### src/rtl/tmr_pkg.sv
package tmr_pkg;
    localparam int NU          = 2;   // units in the pair
    localparam int RW          = 8;   // register width
    localparam int AW          = 3;   // register select width
    localparam int PRE         = 5;   // prescale bits of layout 0
    localparam int W13         = RW + PRE;
    localparam int SYNC_STAGES = 2;
    localparam int CNT_BASE    = 2;   // select of unit 0 low byte

    typedef enum logic [AW-1:0] {
        A_MODE = 3'd0,
        A_CTRL = 3'd1,
        A_LO0  = 3'd2,
        A_HI0  = 3'd3,
        A_LO1  = 3'd4,
        A_HI1  = 3'd5,
        A_NA6  = 3'd6,
        A_NA7  = 3'd7
    } addr_e;

    typedef struct packed {
        logic       gate;
        logic       ct;
        logic [1:0] m;
    } cfg_t;

    typedef struct packed {
        logic [RW-1:0] lo;
        logic [RW-1:0] hi;
    } cnt_t;

    typedef struct packed {
        cfg_t [NU-1:0] cfg;
        logic [NU-1:0] run;
        logic [NU-1:0] flag;
        cnt_t [NU-1:0] cnt;
    } st_t;
endpackage

### src/rtl/tmr_sync.sv
module tmr_sync #(
    parameter int W      = 2,
    parameter int STAGES = 2,
    parameter bit EDGE   = 1'b0   // 1: falling-edge pulse, 0: level
) (
    input  logic         clk,
    input  logic         rst_n,
    input  logic [W-1:0] d_i,
    output logic [W-1:0] sig_o
);
    localparam int DEPTH = EDGE ? STAGES + 1 : STAGES;

    logic [DEPTH-1:0][W-1:0] pipe_d, pipe_q;

    always_comb begin
        pipe_d = {pipe_q[DEPTH-2:0], d_i};
    end

    always_ff @(posedge clk) begin
        if (!rst_n) pipe_q <= '0;
        else        pipe_q <= pipe_d;
    end

    generate
        if (EDGE) begin : g_edge
            assign sig_o = pipe_q[STAGES] & ~pipe_q[STAGES-1];
        end else begin : g_level
            assign sig_o = pipe_q[STAGES-1];
        end
    endgenerate
endmodule

### src/rtl/tmr_src.sv
module tmr_src import tmr_pkg::*; (
    input  cfg_t cfg_i,
    input  logic run_i,
    input  logic gate_lvl_i,
    input  logic fall_i,
    input  logic tick_i,
    output logic inc_o
);
    logic enable;
    logic source;

    always_comb begin
        enable = run_i & (~cfg_i.gate | gate_lvl_i);
        source = cfg_i.ct ? fall_i : tick_i;
        inc_o  = enable & source;
    end
endmodule

### src/rtl/tmr_step.sv
module tmr_step import tmr_pkg::*; (
    input  logic [1:0] mode_i,
    input  cnt_t       cur_i,
    input  logic       inc_lo_i,
    input  logic       inc_hi_i,
    output cnt_t       nxt_o,
    output logic       ovf_lo_o,
    output logic       ovf_hi_o
);
    logic [W13:0]  s13;
    logic [2*RW:0] s16;
    logic [RW:0]   s8_lo;
    logic [RW:0]   s8_hi;

    always_comb begin
        s13   = {1'b0, cur_i.hi, cur_i.lo[PRE-1:0]} + (W13+1)'(1);
        s16   = {1'b0, cur_i.hi, cur_i.lo} + (2*RW+1)'(1);
        s8_lo = {1'b0, cur_i.lo} + (RW+1)'(1);
        s8_hi = {1'b0, cur_i.hi} + (RW+1)'(1);

        nxt_o    = cur_i;
        ovf_lo_o = 1'b0;
        ovf_hi_o = 1'b0;

        case (mode_i)
            2'd0: if (inc_lo_i) begin
                nxt_o.lo = {{(RW-PRE){1'b0}}, s13[PRE-1:0]};
                nxt_o.hi = s13[W13-1:PRE];
                ovf_lo_o = s13[W13];
            end
            2'd1: if (inc_lo_i) begin
                nxt_o.hi = s16[2*RW-1:RW];
                nxt_o.lo = s16[RW-1:0];
                ovf_lo_o = s16[2*RW];
            end
            2'd2: if (inc_lo_i) begin
                ovf_lo_o = s8_lo[RW];
                nxt_o.lo = s8_lo[RW] ? cur_i.hi : s8_lo[RW-1:0];
            end
            default: begin
                if (inc_lo_i) begin
                    nxt_o.lo = s8_lo[RW-1:0];
                    ovf_lo_o = s8_lo[RW];
                end
                if (inc_hi_i) begin
                    nxt_o.hi = s8_hi[RW-1:0];
                    ovf_hi_o = s8_hi[RW];
                end
            end
        endcase
    end
endmodule

### src/rtl/tmr_pair.sv
module tmr_pair import tmr_pkg::*; (
    input  logic          clk,
    input  logic          rst_n,
    input  logic          tick_i,
    input  logic [NU-1:0] cnt_pin_i,
    input  logic [NU-1:0] gate_pin_i,
    input  logic          wr_en_i,
    input  logic [AW-1:0] wr_addr_i,
    input  logic [RW-1:0] wr_data_i,
    input  logic [AW-1:0] rd_addr_i,
    output logic [RW-1:0] rd_data_o,
    output logic [NU-1:0] ovf_o
);
    st_t           st_q, st_d;
    logic [NU-1:0] gate_lvl, cnt_fall;
    logic [NU-1:0] inc_raw, inc_lo, inc_hi;
    logic [NU-1:0] ovf_lo, ovf_hi;
    logic [NU-1:0] wr_lo, wr_hi;
    cnt_t [NU-1:0] cnt_nx;
    logic          split;

    tmr_sync #(.W(NU), .STAGES(SYNC_STAGES), .EDGE(1'b1)) u_sync_cnt (
        .clk   (clk),
        .rst_n (rst_n),
        .d_i   (cnt_pin_i),
        .sig_o (cnt_fall)
    );

    tmr_sync #(.W(NU), .STAGES(SYNC_STAGES), .EDGE(1'b0)) u_sync_gate (
        .clk   (clk),
        .rst_n (rst_n),
        .d_i   (gate_pin_i),
        .sig_o (gate_lvl)
    );

    assign split = (st_q.cfg[0].m == 2'd3);

    generate
        for (genvar u = 0; u < NU; u++) begin : g_unit
            assign wr_lo[u] = wr_en_i && (wr_addr_i == AW'(CNT_BASE + 2*u));
            assign wr_hi[u] = wr_en_i && (wr_addr_i == AW'(CNT_BASE + 2*u + 1));

            tmr_src u_src (
                .cfg_i      (st_q.cfg[u]),
                .run_i      (st_q.run[u]),
                .gate_lvl_i (gate_lvl[u]),
                .fall_i     (cnt_fall[u]),
                .tick_i     (tick_i),
                .inc_o      (inc_raw[u])
            );

            tmr_step u_step (
                .mode_i   (st_q.cfg[u].m),
                .cur_i    (st_q.cnt[u]),
                .inc_lo_i (inc_lo[u]),
                .inc_hi_i (inc_hi[u]),
                .nxt_o    (cnt_nx[u]),
                .ovf_lo_o (ovf_lo[u]),
                .ovf_hi_o (ovf_hi[u])
            );
        end
    endgenerate

    // Unit 0: a byte write cancels the whole unit, or only the written half when split.
    assign inc_lo[0] = inc_raw[0] & ~wr_lo[0] & (split | ~wr_hi[0]);
    assign inc_hi[0] = split & st_q.run[1] & tick_i & ~wr_hi[0];
    // Unit 1: frozen in its own layout 3.
    assign inc_lo[1] = inc_raw[1] & ~wr_lo[1] & ~wr_hi[1] & (st_q.cfg[1].m != 2'd3);
    assign inc_hi[1] = 1'b0;

    always_comb begin
        st_d = st_q;
        for (int u = 0; u < NU; u++) begin
            st_d.cnt[u] = cnt_nx[u];
        end
        st_d.flag[0] = st_q.flag[0] | ovf_lo[0];
        st_d.flag[1] = st_q.flag[1] | (split ? ovf_hi[0] : (ovf_lo[1] | ovf_hi[1]));

        if (wr_en_i) begin
            case (addr_e'(wr_addr_i))
                A_MODE: st_d.cfg        = wr_data_i;
                A_CTRL: begin
                    st_d.run  = wr_data_i[NU-1:0];
                    st_d.flag = wr_data_i[2*NU-1:NU];
                end
                A_LO0:  st_d.cnt[0].lo = wr_data_i;
                A_HI0:  st_d.cnt[0].hi = wr_data_i;
                A_LO1:  st_d.cnt[1].lo = wr_data_i;
                A_HI1:  st_d.cnt[1].hi = wr_data_i;
                default: ;
            endcase
        end
    end

    always_ff @(posedge clk) begin
        if (!rst_n) st_q <= '0;
        else        st_q <= st_d;
    end

    always_comb begin
        case (addr_e'(rd_addr_i))
            A_MODE:  rd_data_o = st_q.cfg;
            A_CTRL:  rd_data_o = RW'({st_q.flag, st_q.run});
            A_LO0:   rd_data_o = st_q.cnt[0].lo;
            A_HI0:   rd_data_o = st_q.cnt[0].hi;
            A_LO1:   rd_data_o = st_q.cnt[1].lo;
            A_HI1:   rd_data_o = st_q.cnt[1].hi;
            default: rd_data_o = '0;
        endcase
    end

    assign ovf_o = st_q.flag;
endmodule

### config.mk
export PLATFORM = sky130hd
export DESIGN_NAME = tmr_pair
export DESIGN_NICKNAME = d
export VERILOG_FILES = /design/src/rtl/tmr_pkg.sv /design/src/rtl/tmr_sync.sv /design/src/rtl/tmr_src.sv /design/src/rtl/tmr_step.sv /design/src/rtl/tmr_pair.sv
export SDC_FILE = /design/constraint.sdc
export NUM_CORES = 1
export LEC_CHECK = 0
export ABC_AREA = 1
export BUFFER_PORTS_ARGS = -buffer_cell sky130_fd_sc_hd__clkbuf_2
export CORE_MARGIN = 5
export CORE_UTILIZATION = 38
export CTS_CLUSTER_DIAMETER = 50
export DETAILED_ROUTE_END_ITERATION = 12
export PLACE_DENSITY = 0.63
export SLEW_MARGIN = 20
export SYNTH_ARGS = -nofsm -noshare
export SYNTH_HDL_FRONTEND = slang
export SYNTH_SLANG_ARGS = --single-unit
### constraint.sdc
create_clock -name clk -period 4.7 [get_ports clk]
set_input_delay 0.705 -clock clk [delete_from_list [all_inputs] [get_ports clk]]
set_output_delay 0.705 -clock clk [all_outputs]
set_load 0.05 [all_outputs]
==> results of run 1 <==
-- registers in the layout, indices dropped and copies added (netlist names) --
name                cells
st_q                   42
u_sync_cnt.pipe_d       4
u_sync_cnt.pipe_q       2
u_sync_gate.sig_o       2
ovf_o                   2
u_sync_gate.pipe_d      2
-- worst min path at each step --
stage                            to                   from  slack [ns]
2_1_floorplan  u_sync_cnt.pipe_d[4]   u_sync_cnt.pipe_d[2]        0.39
3_3_place_gp   u_sync_cnt.pipe_d[5]   u_sync_cnt.pipe_d[3]        0.39
3_5_place_dp   u_sync_cnt.pipe_d[5]   u_sync_cnt.pipe_d[3]        0.40
4_1_cts        u_sync_cnt.pipe_d[5]   u_sync_cnt.pipe_d[3]        0.42
5_1_grt        u_sync_gate.sig_o[0]  u_sync_gate.pipe_d[2]        0.44
6_report       u_sync_cnt.pipe_d[5]   u_sync_cnt.pipe_d[3]        0.41
-- report_power, final --
part	internal, mW	leakage, nW	switching, mW	total, mW
Combinational	0.0527	1.51	0.120	0.172
Clock	0.205	0.0763	0.208	0.414
Sequential	0.477	0.440	0.0328	0.510
-- metal layers --
layer,vias to the layer above,part of all wire,GRT usage
met5,-,0,0
met4,0,0.022,0.0543
met3,25,0.096,0.0398
met2,236,0.40,0.305
met1,2348,0.48,0.324
li1,2599,-,-
-- layout make-up --
cell class | instances | area share
clock buffer | 5 | 0.0257
clock inverter | 3 | 0.00592
inverter | 94 | 0.0731
multi-input combinational | 604 | 0.604
sequential | 54 | 0.222
tap | 143 | 0.0368
timing repair buffer | 31 | 0.0319
-- cell usage in the layout, fill, tap and decap left out, drive strengths merged, types with 3 or more instances in the layout --
cell    count
a21oi      53
a221oi      5
a22oi       5
clkbuf     36
clkinv      3
dfxtp      54
ha          3
inv        94
nand2     201
nand3      94
nand4      18
nor2       95
nor3       15
o211ai      5
o21ai      79
o22ai       5
or2         3
xor2       16
-- cells by family after synthesis --
group	count (synthesis)
adders and majority gates	3
DFF	54
buffers and inverters	119
AOI/OAI and AO/OA	158
and+or+nand+nor	426
xor gates and xnor gates	17
-- critical path, delay by kind of cell --
family / cells / cell delay [ns]
simple gates: 2 / 0.88
compound gates: 1 / 0.21
buf+inv: 3 / 0.50
==> metrics, run 1 <==
crit path max fanout=8; CP max-delay cell=nor3_1; Fmax=0.334 GHz; Worst R2R Path Depth=10; initial antenna violation count=0; RSZ-0062 raised after global routing=no; Synthesized Nets=802; Pleak=2.03 nW; Register Area=1080 um^2; Tmin final=3.00 ns; XOR/XNOR share of the synthesized area=0.0329; first-pass GRT wire length=24300 um; gr usage total=0.213; IO buf count=31; placed cell area=4710 um^2; Yosys top cell area share=0.239; Worst path most repeated cell=clkbuf_2; vias in the first global route=4429; Routability Congestion=0.979; flops & latches, synth=54; # setup viols final=0; Setup crit start kind=input port; Synth Cell Area=4520 um^2; Crit. End Element=output port; worst path cell trace=clkbuf_2 -> inv_1 -> nor3_1 -> a22oi_1 -> nand3_1 -> clkbuf_2; R2R setup slack=2.59 ns; DRC=0; initial drt markers=638; Worst-Skew Late Latency=0.32 ns; Reg-to-Reg Start=st_q[24]; CP arrival=2.29 ns; Synth async-reset ratio=0; Reg clk slew, reported paths=0.07 ns; leading area contributor after synthesis=dfxtp_1; # rows=39; Initial Utilization=0.392; Worst R2R End=st_q[27]; Compound-Gate Fraction of Synth Area=0.190; pre-CTS setup slack=1.75 ns; filler-free cell count of the finished design=934; Seq/Total Area, Yosys=0.239; area of the multi-input gates=2940 um^2; final period utilization=0.638; adder-cell share of the synthesized area=0.00831; Clock Tree Root=clkbuf_16; Max-slew headroom=0.387; # fillers=1289; Fin Clk Skew=0.0135 ns; Least-Margin Pin Slew=0.920 ns; setup_tns=0 ns; status=complete, no violations; TritonCTS Sinks=54; drt total wl=15300 um; largest family of logic cells by synthesized area=simple AND/OR/NAND/NOR gates; Synth Instances=777; Core Util, Final=0.422; final worst slack=1.70 ns; most common library cells after synthesis=190 x nand2_1, 93 x nand3_1, 88 x inv_1; worst hold path cell count=2; die area=14200 um^2; Fin. Hold Viols=0; Post-synth EDFFs=0; VDD IR-drop max=0.176 mV; maxcap violations=0; number of H-tree levels=2; syn avg cell area=5.82 um^2; area of the core=11500 um^2; via/cell ratio=5.58; drt first pass iters=5; placed insts=926; Antenna Cells=0; Resized Gates After CTS=0; Die X=119 um; hpwl dp=11400 um; P&R area growth vs syn=7.61%; Clock Tree Buf Depth=2; CTS tree=yes; Simple-Gate Fraction of Synth Area=0.419; Post-CTS Setup Bufs=0; worst min path class=reg -> reg; Hold Buf Count CTS=0; Area contributors post-synth=dfxtp_1 24%, nand2_1 16%, nand3_1 10%, o21ai_0 8.6%, inv_1 7.3%; vias=5208; Die Height=119 um; Final ANT Viol Nets=0; Power Density=225 nW/um^2; Synth Warn #=0; Final Instance Area=4860 um^2; total gr overflow=0; critical path type=in -> out; post-layout power=1.10 mW; Critical Path RT=3.99 ns; Final Max Tran Viols=0; cts bufs inserted=5; CP Capture Point=rd_data_o[2]; wire per inst=16.4 um; Ports=32; multiplexer share of the synthesized area=0; Worst path max stage delay=0.66 ns; count leader, synth=nand2_1; largest net degree at the start of global routing=51; worst hold slack=0.414 ns; CP Launch Point=rd_addr_i[1]; Layout Nets=815; Netlist cell types=38; share of cells above drive strength 1=0.0923; Most used DFF post-synth=dfxtp_1
Power figures use the tool's default switching activity.
==> inputs of run 2 (changes only) <==
==> constraint.sdc (replaced) <==
create_clock -name clk -period 3.13 [get_ports clk]
set_input_delay 0.4695 -clock clk [delete_from_list [all_inputs] [get_ports clk]]
set_output_delay 0.4695 -clock clk [all_outputs]
set_load 0.05 [all_outputs]
==> metrics, run 2 (synthesis gave the netlist of run 1 again) <==
Resized Gates After CTS=0 (unchanged); Setup crit start kind=input port; CP max-delay cell=nor3_1; Clock power frac=0.374 (-0.004); Post-CTS Setup Bufs=0 (unchanged); initial drt markers=722 (+13%); Clock Tree Buf Depth=2 (unchanged); Antenna Cells=0 (unchanged); TritonCTS Sinks=54 (unchanged); Fin. Hold Viols=0 (unchanged); hpwl dp=11500 um (+0.86%); Hold Buf Count CTS=0 (unchanged); critical path buffer and inverter count=4 (+1); # setup viols final=0 (unchanged); share of cells above drive strength 1=0.0980 (+0.00570); vias in the first global route=4563 (+3.0%); Net Sw Frac=0.328 (-0.00138); # rows=39 (unchanged); CTS tree=yes; Worst-Skew Late Latency=0.32 ns (about the same); most frequent cells in the layout=190 x nand2_1, 93 x nand3_1, 88 x inv_1; CP arrival=1.96 ns (-0.33 ns); Worst R2R Path Depth=10 (unchanged); maxcap violations=0 (unchanged); Crit. End Element=output port; Routability Congestion=0.948 (-3.2%); worst min path class=in -> reg; Die X=119 um (unchanged); largest net degree at the start of global routing=43 (-16%); gr usage total=0.219 (+0.00573); Critical Path RT=2.66 ns (-1.33 ns); Worst Hold Path EP=u_sync_gate.pipe_d[2]; total gr overflow=0 (unchanged); crit path max fanout=6 (-2); VDD IR-drop max=0.202 mV (+15%); Hold Crit Start=gate_pin_i[0]; drt total wl=15300 um (+0.46%); max reg flops=42 (unchanged); initial antenna violation count=0 (unchanged); die area=14200 um^2 (unchanged); Logic pwr share=0.161 (+0.004); Reg-to-Reg Start=st_q[24]; setup_tns=0 ns (unchanged); family with the most delay on the worst path=buffers and inverters; Die Height=119 um (unchanged); Fmax=0.412 GHz; commonest non-fill, non-tap cell in the layout=nand2_1; Final Instance Area=4900 um^2 (+0.72%); first-pass GRT wire length=24800 um (+2.0%); Final ANT Viol Nets=0 (unchanged); Fin Clk Skew=0.00419 ns (-0.00928 ns); via/cell ratio=5.46 (-2.0%); Clock Tree Root=clkbuf_16; wire per inst=16.3 um (about the same); Power Density=335 nW/um^2 (+49%); number of H-tree levels=2 (unchanged); critical path type=in -> out; worst path cell trace=clkbuf_2 -> inv_1 -> nor3_1 -> inv_1 -> o21ai_0 -> clkbuf_2; status=complete, no violations; worst hold path cell count=3 (+1); Flop pwr share=0.465 (about the same); Internal=1.10 mW (+50%); # fillers=1285 (-0.31%); Worst path max stage delay=0.41 ns (-0.25 ns); Least-Margin Pin Slew=0.764 ns (-0.156 ns); Worst R2R End=st_q[27]; placed cell area=4750 um^2 (+0.80%); R2R setup slack=1.03 ns (-1.56 ns); final period utilization=0.775; Max-slew headroom=0.489 (+0.102); Pleak=2.06 nW (+1.2%); Tmin final=2.43 ns; RSZ-0062 raised after global routing=no; Reg clk slew, reported paths=0.08 ns (about the same); drt first pass iters=6 (+1); P&R area growth vs syn=8.39%; Layout Nets=820 (+0.61%); IO buf count=31 (unchanged); Ports=32 (unchanged); DRC=0 (unchanged); area of the core=11500 um^2 (unchanged); Initial Utilization=0.392 (unchanged); Largest Register=st_q; vias=5130 (-1.5%); Net Sw Power=0.538 mW (+49%); cts bufs inserted=5 (unchanged); Final Max Tran Viols=0 (unchanged)
==> run 2: changes by cell type in the layout (fill, tap and decap cells not counted) <==
cell	delta
inv_6	+1
inv_8	-1
buf_4	+5
==> run 2: cell type report <==
class,count,area [um^2],share of cell area
sequential,54,1080,0.221
timing repair buffer,36,193,0.0393
tap,143,179,0.0365
multi-input combinational,604,2940,0.600
clock buffer,5,125,0.0255
clock inverter,3,26.3,0.00536
inverter,94,355,0.0725
==> run 2: power by group through the flow <==
| stage | Combinational [mW] | Clock, mW | Sequential [mW] |
|---|---|---|---|
| 6_report | 0.265 | 0.614 | 0.763 |
| 5_1_grt | 0.297 | 0.655 | 0.768 |
| 4_1_cts | 0.262 | 0.627 | 0.761 |
| 3_5_place_dp | 0.261 | 0 | 0.778 |
| 3_3_place_gp | 0.261 | 0 | 0.778 |
| 2_1_floorplan | 0.190 | 0 | 0.757 |
==> run 2: worst max path at each step <==
stage / startpoint / endpoint / cells after the start
after CTS: rd_addr_i[2] / rd_data_o[4] / 6
after floorplan: rd_addr_i[1] / rd_data_o[6] / 4
after global routing: rd_addr_i[2] / rd_data_o[4] / 6
after detailed placement: rd_addr_i[2] / rd_data_o[4] / 6
final: rd_addr_i[2] / rd_data_o[4] / 6
after global placement: rd_addr_i[2] / rd_data_o[4] / 6
==> run 2: stage by stage <==
stage	setup slack [ns]	total power [mW]	instances	utilization	hold slack [ns]
after floorplan	0.530	0.947	777	-	0.390
after global placement	0.807	1.04	931	0.412	0.394
after detailed placement	0.760	1.04	931	0.412	0.396
after CTS	0.755	1.65	939	0.425	0.320
after global routing	0.651	1.72	939	0.425	0.326
final	0.705	1.64	939	0.425	0.328
==> run 2: worst min-delay path, delay by kind of cell <==
kind	cells	cell delay (ns)
AND/OR/NAND/NOR	1	0.04
buffers and inverters	2	0.11
==> run 2: routing by layer <==
layer / GRT usage / up-vias / part of all wire
li1: - / 2609 / -
met1: 0.329 / 2259 / 0.47
met2: 0.308 / 234 / 0.40
met3: 0.0422 / 28 / 0.11
met4: 0.0746 / 0 / 0.026
met5: 0 / - / 0
==> inputs of run 3 (changes only) <==
--- a/config.mk
+++ b/config.mk
@@ -5,13 +5,13 @@
 export SDC_FILE = /design/constraint.sdc
 export NUM_CORES = 1
 export LEC_CHECK = 0
-export ABC_AREA = 1
+export ABC_AREA = 0
 export BUFFER_PORTS_ARGS = -buffer_cell sky130_fd_sc_hd__clkbuf_2
 export CORE_MARGIN = 5
 export CORE_UTILIZATION = 38
 export CTS_CLUSTER_DIAMETER = 50
 export DETAILED_ROUTE_END_ITERATION = 12
-export PLACE_DENSITY = 0.63
+export PLACE_DENSITY = 0.66
 export SLEW_MARGIN = 20
 export SYNTH_ARGS = -nofsm -noshare
 export SYNTH_HDL_FRONTEND = slang
==> constraint.sdc (replaced) <==
create_clock -name clk -period 2.02 [get_ports clk]
set_input_delay 0.303 -clock clk [delete_from_list [all_inputs] [get_ports clk]]
set_output_delay 0.303 -clock clk [all_outputs]
set_load 0.05 [all_outputs]
==> metrics, run 3 <==
Post-synth EDFFs=0 (unchanged); total gr overflow=0 (unchanged); most frequent cells in the layout=76 x buf_4, 55 x nand2_1, 50 x dfxtp_1; filler-free cell count of the finished design=767 (-18%); Synth async-reset ratio=0 (unchanged); Fin. Hold Viols=0 (unchanged); Reg-to-Reg Start=st_q[25]; drt total wl=14700 um (-4.0%); maxcap violations=0 (unchanged); vias=4794 (-6.5%); leading area contributor after synthesis=dfxtp_1; DRC=0 (unchanged); final worst slack=0.0630 ns (-0.642 ns); crit path max fanout=6 (unchanged); die area=13100 um^2 (-7.9%); placed insts=757 (-19%); Layout Nets=651 (-21%); CTS tree=yes; via/cell ratio=6.25 (+14%); initial antenna violation count=0 (unchanged); most common library cells after synthesis=55 x nand2_1, 54 x dfxtp_1, 46 x o21ai_0; # setup viols final=0 (unchanged); first-pass GRT wire length=24200 um (-2.3%); P&R area growth vs syn=22.0%; worst min path class=in -> reg; final period utilization=0.969; Critical Path RT=1.72 ns (-0.94 ns); Area contributors post-synth=dfxtp_1 26%, o21ai_0 5.6%, nand2_1 5.0%, mux2i_1 4.4%, a31oi_1 3.9%; Max-slew headroom=0.654 (+0.165); VDD IR-drop max=0.331 mV (+63%); Hold Buf Count CTS=0 (unchanged); initial drt markers=479 (-34%); Tmin final=1.96 ns; drt first pass iters=5 (-1); status=complete, no violations; Ports=32 (unchanged); Core Util, Final=0.469 (+0.0437); CP arrival=1.65 ns (-0.31 ns); cts bufs inserted=5 (unchanged); Die X=114 um (-4.0%); setup_tns=0 ns (unchanged); Worst R2R End=st_q[18]; pre-CTS setup slack=-0.000709 ns (-0.760 ns); Die Height=114 um (-4.0%); Fin Clk Skew=0.0133 ns (+0.00910 ns); hpwl dp=11300 um (-2.3%); share of cells above drive strength 1=0.241 (+0.143); Reg clk slew, reported paths=0.11 ns (+0.03 ns); Least-Margin Pin Slew=0.519 ns (-0.245 ns); # rows=38 (-2.6%); Routability Congestion=0.958 (+1.1%); area of the core=10700 um^2 (-6.7%); gr usage total=0.230 (+0.0113); Worst-Skew Late Latency=0.33 ns (about the same); Netlist cell types=69 (+82%); vias in the first global route=4454 (-2.4%); Crit. End Element=output port; Power Density=461 nW/um^2 (+37%); critical path type=reg -> out; worst hold slack=0.183 ns (-0.145 ns); largest net degree at the start of global routing=22 (-49%); Synth Instances=552 (-29%); Clock Tree Root=clkbuf_8; post-layout power=2.32 mW (+41%); Seq/Total Area, Yosys=0.262 (+0.0225); Final Max Tran Viols=0 (unchanged); RSZ-0062 raised after global routing=no; Worst R2R Path Depth=7 (-3); area of the multi-input gates=2840 um^2 (-3.3%); Most used DFF post-synth=dfxtp_1; Synthesized Nets=577 (-28%); Antenna Cells=0 (unchanged); Fmax=0.511 GHz; Synth Cell Area=4130 um^2 (-8.6%); Setup crit start kind=register; Final ANT Viol Nets=0 (unchanged); CP Capture Point=rd_data_o[4]; Register Area=1090 um^2 (+0.46%); IO buf count=31 (unchanged); number of H-tree levels=2 (unchanged); wire per inst=19.2 um (+17%); CP Launch Point=st_q[4]; placed cell area=4870 um^2 (+2.7%); Final Instance Area=5040 um^2 (+2.9%); Largest Register=st_q; syn avg cell area=7.48 um^2 (+29%); Synth Warn #=0 (unchanged); Pleak=1.76 nW (-14%); commonest non-fill, non-tap cell in the layout=buf_4; Yosys top cell area share=0.262 (+0.0225); Clock Tree Buf Depth=2 (unchanged); R2R setup slack=0.07 ns (-0.96 ns); TritonCTS Sinks=54 (unchanged); count leader, synth=nand2_1; max reg flops=42 (unchanged); Initial Utilization=0.384 (-0.00795); # fillers=1064 (-17%); flops & latches, synth=54 (unchanged)
run 3: cell count changes in the layout (fill, tap and decap cells not counted), moves of 9 or more:
cell / change
o21ai_0: -32
a21oi_1: -25
and2_1: +17
buf_4: +71
a31oi_1: +23
nor2_1: -46
mux2i_1: +18
nand2_1: -135
nor4_1: +9
nand3_1: -68
nand2_2: -9
inv_1: -69
xor2_1: -14
run 3: layout make-up:
class | count | area share
repair buffers | 109 | 0.154
clock buffers | 7 | 0.0171
well taps | 140 | 0.0348
clock inverters | 1 | 0.000993
flip-flops and latches | 54 | 0.215
multi-input cells | 437 | 0.564
inverters | 19 | 0.0142
run 3: what timing repair did:
action,CTS,global route
pin swaps,0,4
setup endpoints to repair,1,23
resized for setup,1,20
endpoints found under the hold margin,0,0
buffers inserted,0,2
run 3: power breakdown:
group          leakage, nW  switching, mW  internal, mW  total [mW]
Combinational         1.27          0.289         0.193       0.482
Clock               0.0482          0.388         0.278       0.667
Sequential           0.442         0.0611          1.11        1.17
run 3: how the worst min path moves through the flow:
stage	start	endpoint	slack [ns]	depth (start not counted)
6_report	gate_pin_i[0]	u_sync_gate.pipe_d[2]	0.18	2
5_1_grt	gate_pin_i[0]	u_sync_gate.pipe_d[2]	0.18	2
4_1_cts	cnt_pin_i[0]	u_sync_cnt.pipe_d[2]	0.17	2
3_5_place_dp	u_sync_cnt.pipe_d[2]	u_sync_cnt.pipe_d[4]	0.42	1
3_3_place_gp	u_sync_gate.pipe_d[2]	u_sync_gate.sig_o[0]	0.41	1
2_1_floorplan	u_sync_cnt.pipe_d[2]	u_sync_cnt.pipe_d[4]	0.41	1
run 3: kinds of logic after synthesis:
family / Yosys count / synth area share
AO/OA/AOI/OAI: 185 / 0.312
XOR/XNOR: 4 / 0.00848
adder cells (fa/ha/maj): 3 / 0.00909
buffers and inverters: 61 / 0.0645
flip-flops: 54 / 0.262
multiplexers: 25 / 0.0627
AND/OR/NAND/NOR: 220 / 0.282
run 3: per-layer routing:
metal  track usage  vias to the layer above  wire [um]
li1              -                     2261          -
met1         0.329                     2261       6570
met2         0.359                      238       6520
met3        0.0312                       34       1260
met4        0.0689                        0        378
met5             0                        -          0
run 3: critical path: stages, from the launching register on:
cell	delay (ns)
dfxtp_1	0.47
buf_4	0.20
and3_1	0.15
a21oi_1	0.05
o221ai_2	0.15
buf_2	0.29
